<file path="config.mk">
export PLATFORM = sky130hd
export DESIGN_NAME = uart_fifo_irq
export DESIGN_NICKNAME = d
export VERILOG_FILES = /design/src/rtl/ufi_pkg.sv /design/src/rtl/ufi_fifo.sv /design/src/rtl/ufi_tout.sv /design/src/rtl/uart_fifo_irq.sv
export SDC_FILE = /design/constraint.sdc
export NUM_CORES = 1
export LEC_CHECK = 0
export BUFFER_PORTS_ARGS = -buffer_cell sky130_fd_sc_hd__buf_2
export CORE_ASPECT_RATIO = 1.1
export CORE_MARGIN = 2
export CORE_UTILIZATION = 55
export DETAILED_ROUTE_END_ITERATION = 8
export PLACE_DENSITY = 0.78
export SLEW_MARGIN = 0
export SYNTH_ARGS = -nofsm -noshare
export SYNTH_HDL_FRONTEND = slang
export SYNTH_SLANG_ARGS = --single-unit
</file>
<file path="constraint.sdc">
create_clock -name clk -period 3.05 [get_ports clk]
set_input_delay 0.1525 -clock clk [delete_from_list [all_inputs] [get_ports clk]]
set_output_delay 0.1525 -clock clk [all_outputs]
set_load 0.02 [all_outputs]
</file>
<file path="src/rtl/ufi_pkg.sv">
// Shared constants for the UART queue and interrupt block.
// Assumes: identification codes are four bits wide, bit 0 set means idle.
package ufi_pkg;
    localparam logic [3:0] ID_NONE = 4'h1;
    localparam logic [3:0] ID_LINE = 4'h6;
    localparam logic [3:0] ID_RDA  = 4'h4;
    localparam logic [3:0] ID_TOUT = 4'hC;

    // Map the two trigger-select bits to a fill level.
    function automatic int trig_level(input logic [1:0] sel);
        case (sel)
            2'b00:   return 1;
            2'b01:   return 4;
            2'b10:   return 8;
            default: return 14;
        endcase
    endfunction
endpackage

</file>
<file path="src/rtl/ufi_fifo.sv">
// Synchronous first-in first-out queue with a run-time capacity limit.
// Assumes: DEPTH is a power of two; cap never exceeds DEPTH; flush has
// priority over push and pop; a push is accepted only when count < cap
// before the edge, whether or not a pop comes in the same cycle.
module ufi_fifo #(
    parameter int DW    = 8,
    parameter int DEPTH = 16,
    localparam int AW   = $clog2(DEPTH),
    localparam int CW   = $clog2(DEPTH + 1)
) (
    input  logic          clk,
    input  logic          rst_n,
    input  logic          flush,
    input  logic [CW-1:0] cap,
    input  logic          push,
    input  logic [DW-1:0] wdata,
    input  logic          pop,
    output logic [DW-1:0] head,
    output logic [CW-1:0] count,
    output logic          dropped
);
    logic [DW-1:0] mem [DEPTH];
    logic [AW-1:0] rd_ptr;
    logic [AW-1:0] wr_ptr;
    logic          push_ok;
    logic          pop_ok;

    assign push_ok = push && !flush && (count < cap);
    assign pop_ok  = pop && !flush && (count != '0);
    assign dropped = push && !flush && !(count < cap);
    assign head    = mem[rd_ptr];

    // Pointer and fill bookkeeping.
    always_ff @(posedge clk) begin
        if (!rst_n || flush) begin
            rd_ptr <= '0;
            wr_ptr <= '0;
            count  <= '0;
        end else begin
            if (push_ok) wr_ptr <= wr_ptr + 1'b1;
            if (pop_ok)  rd_ptr <= rd_ptr + 1'b1;
            count <= count + CW'(push_ok) - CW'(pop_ok);
        end
    end

    // Storage write; no reset needed on data.
    always_ff @(posedge clk) begin
        if (push_ok) mem[wr_ptr] <= wdata;
    end

    assert_fill_cap_R3: assert property (@(posedge clk) disable iff (!rst_n)
        count <= cap);
    assert_full_drop_R3: assert property (@(posedge clk) disable iff (!rst_n)
        (push && !flush && count == cap) |=> count <= $past(count));
    assert_flush_empty_R1: assert property (@(posedge clk) disable iff (!rst_n)
        flush |=> count == '0);
endmodule

</file>
<file path="src/rtl/ufi_tout.sv">
// Character timeout timer counting baud ticks up to 64 x frame length.
// Assumes: restart pulses on any push, read or flush; active is high only
// in queue mode with a non-empty receive queue.
module ufi_tout #(
    parameter int FW  = 4,
    localparam int LW = FW + 6
) (
    input  logic          clk,
    input  logic          rst_n,
    input  logic          restart,
    input  logic          active,
    input  logic          tick,
    input  logic [FW-1:0] frame_bits,
    output logic          expired
);
    logic [LW-1:0] cnt;
    logic [LW-1:0] limit;

    assign limit = {frame_bits, 6'd0};

    // Count ticks of inactivity and flag expiry once the limit is hit.
    always_ff @(posedge clk) begin
        if (!rst_n || restart || !active) begin
            cnt     <= '0;
            expired <= 1'b0;
        end else if (tick && !expired) begin
            if (cnt == limit - 1'b1) expired <= 1'b1;
            else                     cnt     <= cnt + 1'b1;
        end
    end

    assert_restart_clears_R7: assert property (@(posedge clk) disable iff (!rst_n)
        restart |=> !expired);
    assert_expire_on_tick_R7: assert property (@(posedge clk) disable iff (!rst_n)
        $rose(expired) |-> $past(tick));
endmodule

</file>
<file path="src/rtl/uart_fifo_irq.sv">
// UART receive/transmit queues, control byte and receive interrupt logic.
// Assumes: control byte is write-only; bits 1 and 2 act once per write;
// bits 4 and 5 are ignored; rx_flags nonzero marks a line error.
module uart_fifo_irq import ufi_pkg::*; #(
    parameter int DEPTH   = 16,
    parameter int DW      = 8,
    parameter int FLAG_W  = 3,
    parameter int FRAME_W = 4,
    localparam int CW     = $clog2(DEPTH + 1),
    localparam int EW     = DW + FLAG_W
) (
    input  logic               clk,
    input  logic               rst_n,
    input  logic               ctl_wr,
    input  logic [7:0]         ctl_wdata,
    input  logic               rx_push,
    input  logic [DW-1:0]      rx_byte,
    input  logic [FLAG_W-1:0]  rx_flags,
    input  logic               rx_read,
    output logic [DW-1:0]      rx_data,
    output logic [FLAG_W-1:0]  rx_data_flags,
    output logic [CW-1:0]      rx_count,
    input  logic               tx_write,
    input  logic [DW-1:0]      tx_byte,
    input  logic               tx_pull,
    output logic [DW-1:0]      tx_head,
    output logic [CW-1:0]      tx_count,
    input  logic               baud_tick,
    input  logic [FRAME_W-1:0] frame_bits,
    input  logic               rx_ie,
    output logic               data_ready,
    output logic               overrun,
    output logic               irq,
    output logic [3:0]         irq_id,
    output logic               rxrdy_n,
    output logic               txrdy_n
);
    logic          en_q;
    logic          mode_q;
    logic [1:0]    trig_sel_q;
    logic          en_chg;
    logic          rx_flush;
    logic          tx_flush;
    logic [CW-1:0] cap;
    logic [CW-1:0] trig_cnt;
    logic [EW-1:0] rx_head;
    logic [EW-1:0] rx_data_q;
    logic          rx_drop;
    logic          tx_dropped_unused;
    logic          ctl_unused;
    logic          rd_take;
    logic          tout;
    logic          mode1;
    logic          line_pend;
    logic          rda_pend;
    logic          tout_pend;
    logic          at_trig;

    assign ctl_unused = ^ctl_wdata[5:4];
    assign en_chg   = ctl_wr && (ctl_wdata[0] != en_q);
    assign rx_flush = en_chg || (ctl_wr && ctl_wdata[0] && ctl_wdata[1]);
    assign tx_flush = en_chg || (ctl_wr && ctl_wdata[0] && ctl_wdata[2]);
    assign cap      = en_q ? CW'(DEPTH) : CW'(1);
    assign trig_cnt = en_q ? CW'(trig_level(trig_sel_q)) : CW'(1);
    assign mode1    = en_q && mode_q;
    assign rd_take  = rx_read && (rx_count != '0);

    // Control byte: enable always latched, other fields only with bit 0 set.
    always_ff @(posedge clk) begin
        if (!rst_n) begin
            en_q       <= 1'b0;
            mode_q     <= 1'b0;
            trig_sel_q <= 2'b00;
        end else if (ctl_wr) begin
            en_q <= ctl_wdata[0];
            if (ctl_wdata[0]) begin
                mode_q     <= ctl_wdata[3];
                trig_sel_q <= ctl_wdata[7:6];
            end
        end
    end

    ufi_fifo #(.DW(EW), .DEPTH(DEPTH)) u_rxq (
        .clk(clk), .rst_n(rst_n), .flush(rx_flush), .cap(cap),
        .push(rx_push), .wdata({rx_flags, rx_byte}), .pop(rx_read),
        .head(rx_head), .count(rx_count), .dropped(rx_drop)
    );

    ufi_fifo #(.DW(DW), .DEPTH(DEPTH)) u_txq (
        .clk(clk), .rst_n(rst_n), .flush(tx_flush), .cap(cap),
        .push(tx_write), .wdata(tx_byte), .pop(tx_pull),
        .head(tx_head), .count(tx_count), .dropped(tx_dropped_unused)
    );

    ufi_tout #(.FW(FRAME_W)) u_tout (
        .clk(clk), .rst_n(rst_n),
        .restart(rx_push || rx_read || rx_flush),
        .active(en_q && (rx_count != '0)),
        .tick(baud_tick), .frame_bits(frame_bits), .expired(tout)
    );

    // Capture the head entry on each read that finds data.
    always_ff @(posedge clk) begin
        if (!rst_n)       rx_data_q <= '0;
        else if (rd_take) rx_data_q <= rx_head;
    end

    // Sticky overrun: set by a dropped push, cleared by a read or flush.
    always_ff @(posedge clk) begin
        if (!rst_n || rx_flush) overrun <= 1'b0;
        else if (rx_drop)       overrun <= 1'b1;
        else if (rx_read)       overrun <= 1'b0;
    end

    assign rx_data       = rx_data_q[DW-1:0];
    assign rx_data_flags = rx_data_q[EW-1:DW];
    assign data_ready    = (rx_count != '0);
    assign at_trig       = (rx_count >= trig_cnt);
    assign line_pend = rx_ie && (overrun || (data_ready && rx_head[EW-1:DW] != '0));
    assign rda_pend  = rx_ie && at_trig;
    assign tout_pend = rx_ie && tout;

    // Priority encoder for the identification code.
    always_comb begin
        if (line_pend)      irq_id = ID_LINE;
        else if (rda_pend)  irq_id = ID_RDA;
        else if (tout_pend) irq_id = ID_TOUT;
        else                irq_id = ID_NONE;
    end

    assign irq     = (irq_id != ID_NONE);
    assign rxrdy_n = mode1 ? !(at_trig || tout) : !data_ready;
    assign txrdy_n = mode1 ? (tx_count == cap) : (tx_count != '0);

    assert_read_empty_R4: assert property (@(posedge clk) disable iff (!rst_n)
        (rx_read && rx_count == '0) |=> $stable(rx_data));
    assert_line_first_R6: assert property (@(posedge clk) disable iff (!rst_n)
        (rx_ie && overrun) |-> irq_id == ID_LINE);
    assert_ready_after_push_R8: assert property (@(posedge clk) disable iff (!rst_n)
        $rose(data_ready) |-> $past(rx_push));
    assert_single_slot_R1: assert property (@(posedge clk) disable iff (!rst_n)
        !en_q |-> (rx_count <= CW'(1) && tx_count <= CW'(1)));
    assert_masked_quiet_R10: assert property (@(posedge clk) disable iff (!rst_n)
        !rx_ie |-> !irq);
endmodule

</file>
==> impl_table.tex <==
\begin{tabular}{lr}
\hline
Metric & Value \\
\hline
\multicolumn{2}{l}{\textbf{Outcome}} \\
Result of the run & complete, no violations \\
\multicolumn{2}{l}{\textbf{Synthesis}} \\
Multiplexer fraction of the synthesized cell area & 14.4\% \\
XOR/XNOR share of the synthesized area & 1.48\% \\
Post-synthesis adder-cell area fraction & 3.22\% \\
Simple-gate share of the synthesized area & 6.56\% \\
Post-Syn Area per Cell & 17.5 µm² \\
Largest family of logic cells by synthesized area & multiplexers \\
Biggest area contributors in the synthesized netlist & edfxtp\_1, mux4\_2, dfxtp\_1, ha\_1, xnor2\_1 \\
Number of enable-type register cells in the synthesized netlist & 304 \\
Net count after synthesis & 923 \\
Most used flip-flop cell after synthesis & edfxtp\_1 \\
Synthesis Warnings & 0 \\
Number of distinct standard cells referenced by the synthesized netlist & 51 \\
Post-Syn Area & 14800 µm² \\
Area leader, netlist & edfxtp\_1 \\
Yosys top cell area share & 61.6\% \\
Fraction of the mapped netlist area in compound gates & 2.64\% \\
Number of instances in the synthesized netlist & 846 \\
Proportion of synthesized flip-flops having asynchronous set or reset & 0\% \\
Proportion of synthesized chip area in sequential cells & 69.8\% \\
Flip-flop and latch count after synthesis & 365 \\
\multicolumn{2}{l}{\textbf{Clock tree}} \\
TritonCTS clock tree & built \\
Clock-pin slew reported for the worst setup and hold paths after clock tree synthesis & 60 ps \\
Number of sinks handled by clock tree synthesis & 365 \\
Clk buf depth & 3 \\
H-Tree Depth & 2 \\
Number of buffers created by CTS & 37 \\
Clk\_lat worst skew & 520 ps \\
Post-CTS setup repair buffer count & 0 \\
Master cell of the clock root buffer & clkbuf\_16 \\
\multicolumn{2}{l}{\textbf{Layout}} \\
Fillers & 1767 \\
Net total in the final layout & 1057 \\
Antenna cell count & 0 \\
Layout overhead on the synthesized area & 16.5\% \\
Final std cells w/o fill & 1363 \\
Share of final-layout standard cells stronger than drive strength 1 & 28.2\% \\
Post-route cell area & 17300 µm² \\
\multicolumn{2}{l}{\textbf{Timing}} \\
Period Utilization, post-route & 99.5\% \\
Final-report setup violation count & 0 \\
Unrepaired setup endpoints after global routing & yes \\
Tightest Pin Transition & 709 ps \\
Setup TNS Final & 0 ps \\
Final count of hold timing violations & 0 \\
Fin Hold WS & 16.5 ps \\
Time the worst path needs with I/O delays and setup & 3030 ps \\
Layout Skew & 21.1 ps \\
Normalized max-slew margin & 52.8\% \\
Final setup margin & 16.0 ps \\
Final slew viol count & 0 \\
Highest attainable clock frequency & 330 MHz \\
\multicolumn{2}{l}{\textbf{Worst setup path}} \\
Arrival time of the worst setup path & 2880 ps \\
Startpoint type of the worst setup path & register \\
Required time reported for the critical path endpoint & 2900 ps \\
CP Capture Type & primary output \\
Max Fanout on Critical Path & 5 \\
Worst Path Class, Setup & register to primary output \\
\multicolumn{2}{l}{\textbf{Drt}} \\
Post-detailed-route count of antenna-violating nets & 0 \\
Average via count per standard cell & 5.76 \\
Number of DRC violations after detailed-routing iteration 0 & 440 \\
Via Count & 7857 \\
Routed WL per cell & 22.0 µm \\
DRC errors left & 0 \\
Pre-Repair DR Iteration Count & 6 \\
Overall routed net length & 30000 µm \\
\multicolumn{2}{l}{\textbf{Floorplan}} \\
Floorplan die width & 161 µm \\
Area of the core & 26700 µm² \\
Ports placed on the boundary & 78 \\
Die Footprint & 28300 µm² \\
Initial cell density of the core & 55.5\% \\
Number of core rows & 63 \\
Height of the die & 176 µm \\
\multicolumn{2}{l}{\textbf{Placement}} \\
Post-placement setup slack & 63.5 ps \\
Placed wire-length estimate & 19100 µm \\
Area of placed instances & 15800 µm² \\
Final weighted congestion in routability-driven placement & 0.811 \\
Inst Count DP & 1279 \\
Count of input and output buffers & 75 \\
\multicolumn{2}{l}{\textbf{Pwr}} \\
Peak supply drop & 0.555 mV \\
Static power due to leakage & 0.00581 µW \\
Total power per unit cell area & 760 nW/µm² \\
\multicolumn{2}{l}{\textbf{Global route}} \\
Number of global-route vias before repair & 8170 \\
Wire length of the first global-routing pass & 46500 µm \\
Number of antenna violations at the first check in global routing & 0 \\
GRT Resource Usage Total & 21.8\% \\
Total grt overflow & 0 \\
Pin count of the biggest net entering global routing & 33 \\
\multicolumn{2}{l}{\textbf{Min path}} \\
Path type of the worst min-delay path & primary input to register \\
\multicolumn{2}{l}{\textbf{Flow run}} \\
\# Max-Cap Violations & 0 \\
\hline
\end{tabular}
==> cell usage after synthesis (4+ instances only) <==
cell type / count
buf_2: 7
nor3_1: 5
mux2i_1: 4
or3_1: 9
and2_1: 25
nand2_1: 33
or4_1: 4
xnor2_1: 21
and3_1: 4
dfxtp_1: 61
clkbuf_1: 21
ha_1: 35
inv_1: 33
nand3_1: 34
a21oi_1: 18
edfxtp_1: 304
buf_1: 7
nor4_1: 5
nand4_1: 4
nand2b_1: 4
xor2_1: 4
mux4_2: 92
nor3b_1: 4
nor2b_1: 7
nor2_1: 44
a21boi_0: 6
o21ai_0: 13
==> flip-flops by register name, summed over array words and instances (netlist names), 5 cells and up, named ones only <==
name         count
rx_data_q       11
u_txq.count      5
u_rxq.count      5
u_rxq.mem      176
u_txq.mem      128
u_tout.cnt      10
==> final timing paths <==
check	start	end	slack, ps	depth (start not counted)
setup / recovery	register	irq_id[3]	20	6
hold / removal	tx_byte[3]	u_txq.mem[1][3]$_DFFE_PP_	20	1
setup reg to reg	u_rxq.count[2]$_SDFF_PP0_	u_rxq.count[4]$_SDFF_PP0_	270	15
hold reg to reg	rx_data_q[6]$_SDFFE_PN0P_	rx_data_q[6]$_SDFFE_PN0P_	450	2
==> what timing repair did <==
item | 4_1_cts | 5_1_grt
gates resized for setup | 12 | 10
hold buffers | 19 | 0
hold endpoints to repair | 104 | 0
pin swaps | 1 | 2
setup endpoints to repair | 5 | 6
==> metrics by stage <==
step | util, % | total power [µW]
2_1_floorplan | - | 7840
3_3_place_gp | 59.1 | 8610
3_5_place_dp | 59.1 | 8660
4_1_cts | 64.5 | 13100
5_1_grt | 64.6 | 13700
6_report | 64.6 | 13100
==> final cells by class <==
type / instances / area, µm² / share of cell area (%)
clock inverters: 25 / 251 / 1.46
multi-input cells: 411 / 4280 / 24.8
well taps: 357 / 447 / 2.59
flip-flops and latches: 365 / 10400 / 60.0
clock buffers: 40 / 937 / 5.43
repair buffers: 132 / 873 / 5.06
inverters: 33 / 124 / 0.717
==> per-layer routing <==
metal / vias up / track usage [%] / share of wire (%)
li1: 3568 / - / -
met1: 3976 / 26.1 / 38
met2: 243 / 39.4 / 53
met3: 70 / 4.32 / 5.1
met4: 0 / 7.85 / 3.3
met5: - / 0 / 0
==> critical path: stages, from the launching register on <==
cell	delay, ps
dfxtp_4	390
mux4_2	510
mux2_2	310
or3b_4	390
a211oi_4	370
o2111a_1	250
buf_4	150
==> where the power goes <==
group          switching [µW]  internal (µW)  total (µW)
clock network            1830           2580        4410
logic                    1590           1350        2930
registers                 155           5620        5780
total                    3570           9550       13100
==> kinds of logic after synthesis <==
kind of cell | count (synthesis)
fa+ha+maj | 37
mux | 98
buf+inv | 70
xor+xnor | 25
compound gates | 61
flops | 365
simple gates | 190
==> placed cells by master (no fill, tap or decap), types with 7 or more instances in the layout <==
cell type      instances
a21oi_1               18
o21ai_0               13
buf_2                 74
mux4_2                92
and2_1                25
inv_1                 32
nand2_1               32
buf_4                 36
dlygate4sd3_1         19
ha_1                  35
nand3_1               33
edfxtp_1             304
xnor2_1               21
dfxtp_1               58
clkbuf_16             37
or3_1                  9
nor2b_1                7
nor2_1                43
Note: power is estimated with default switching activity, not from simulation.
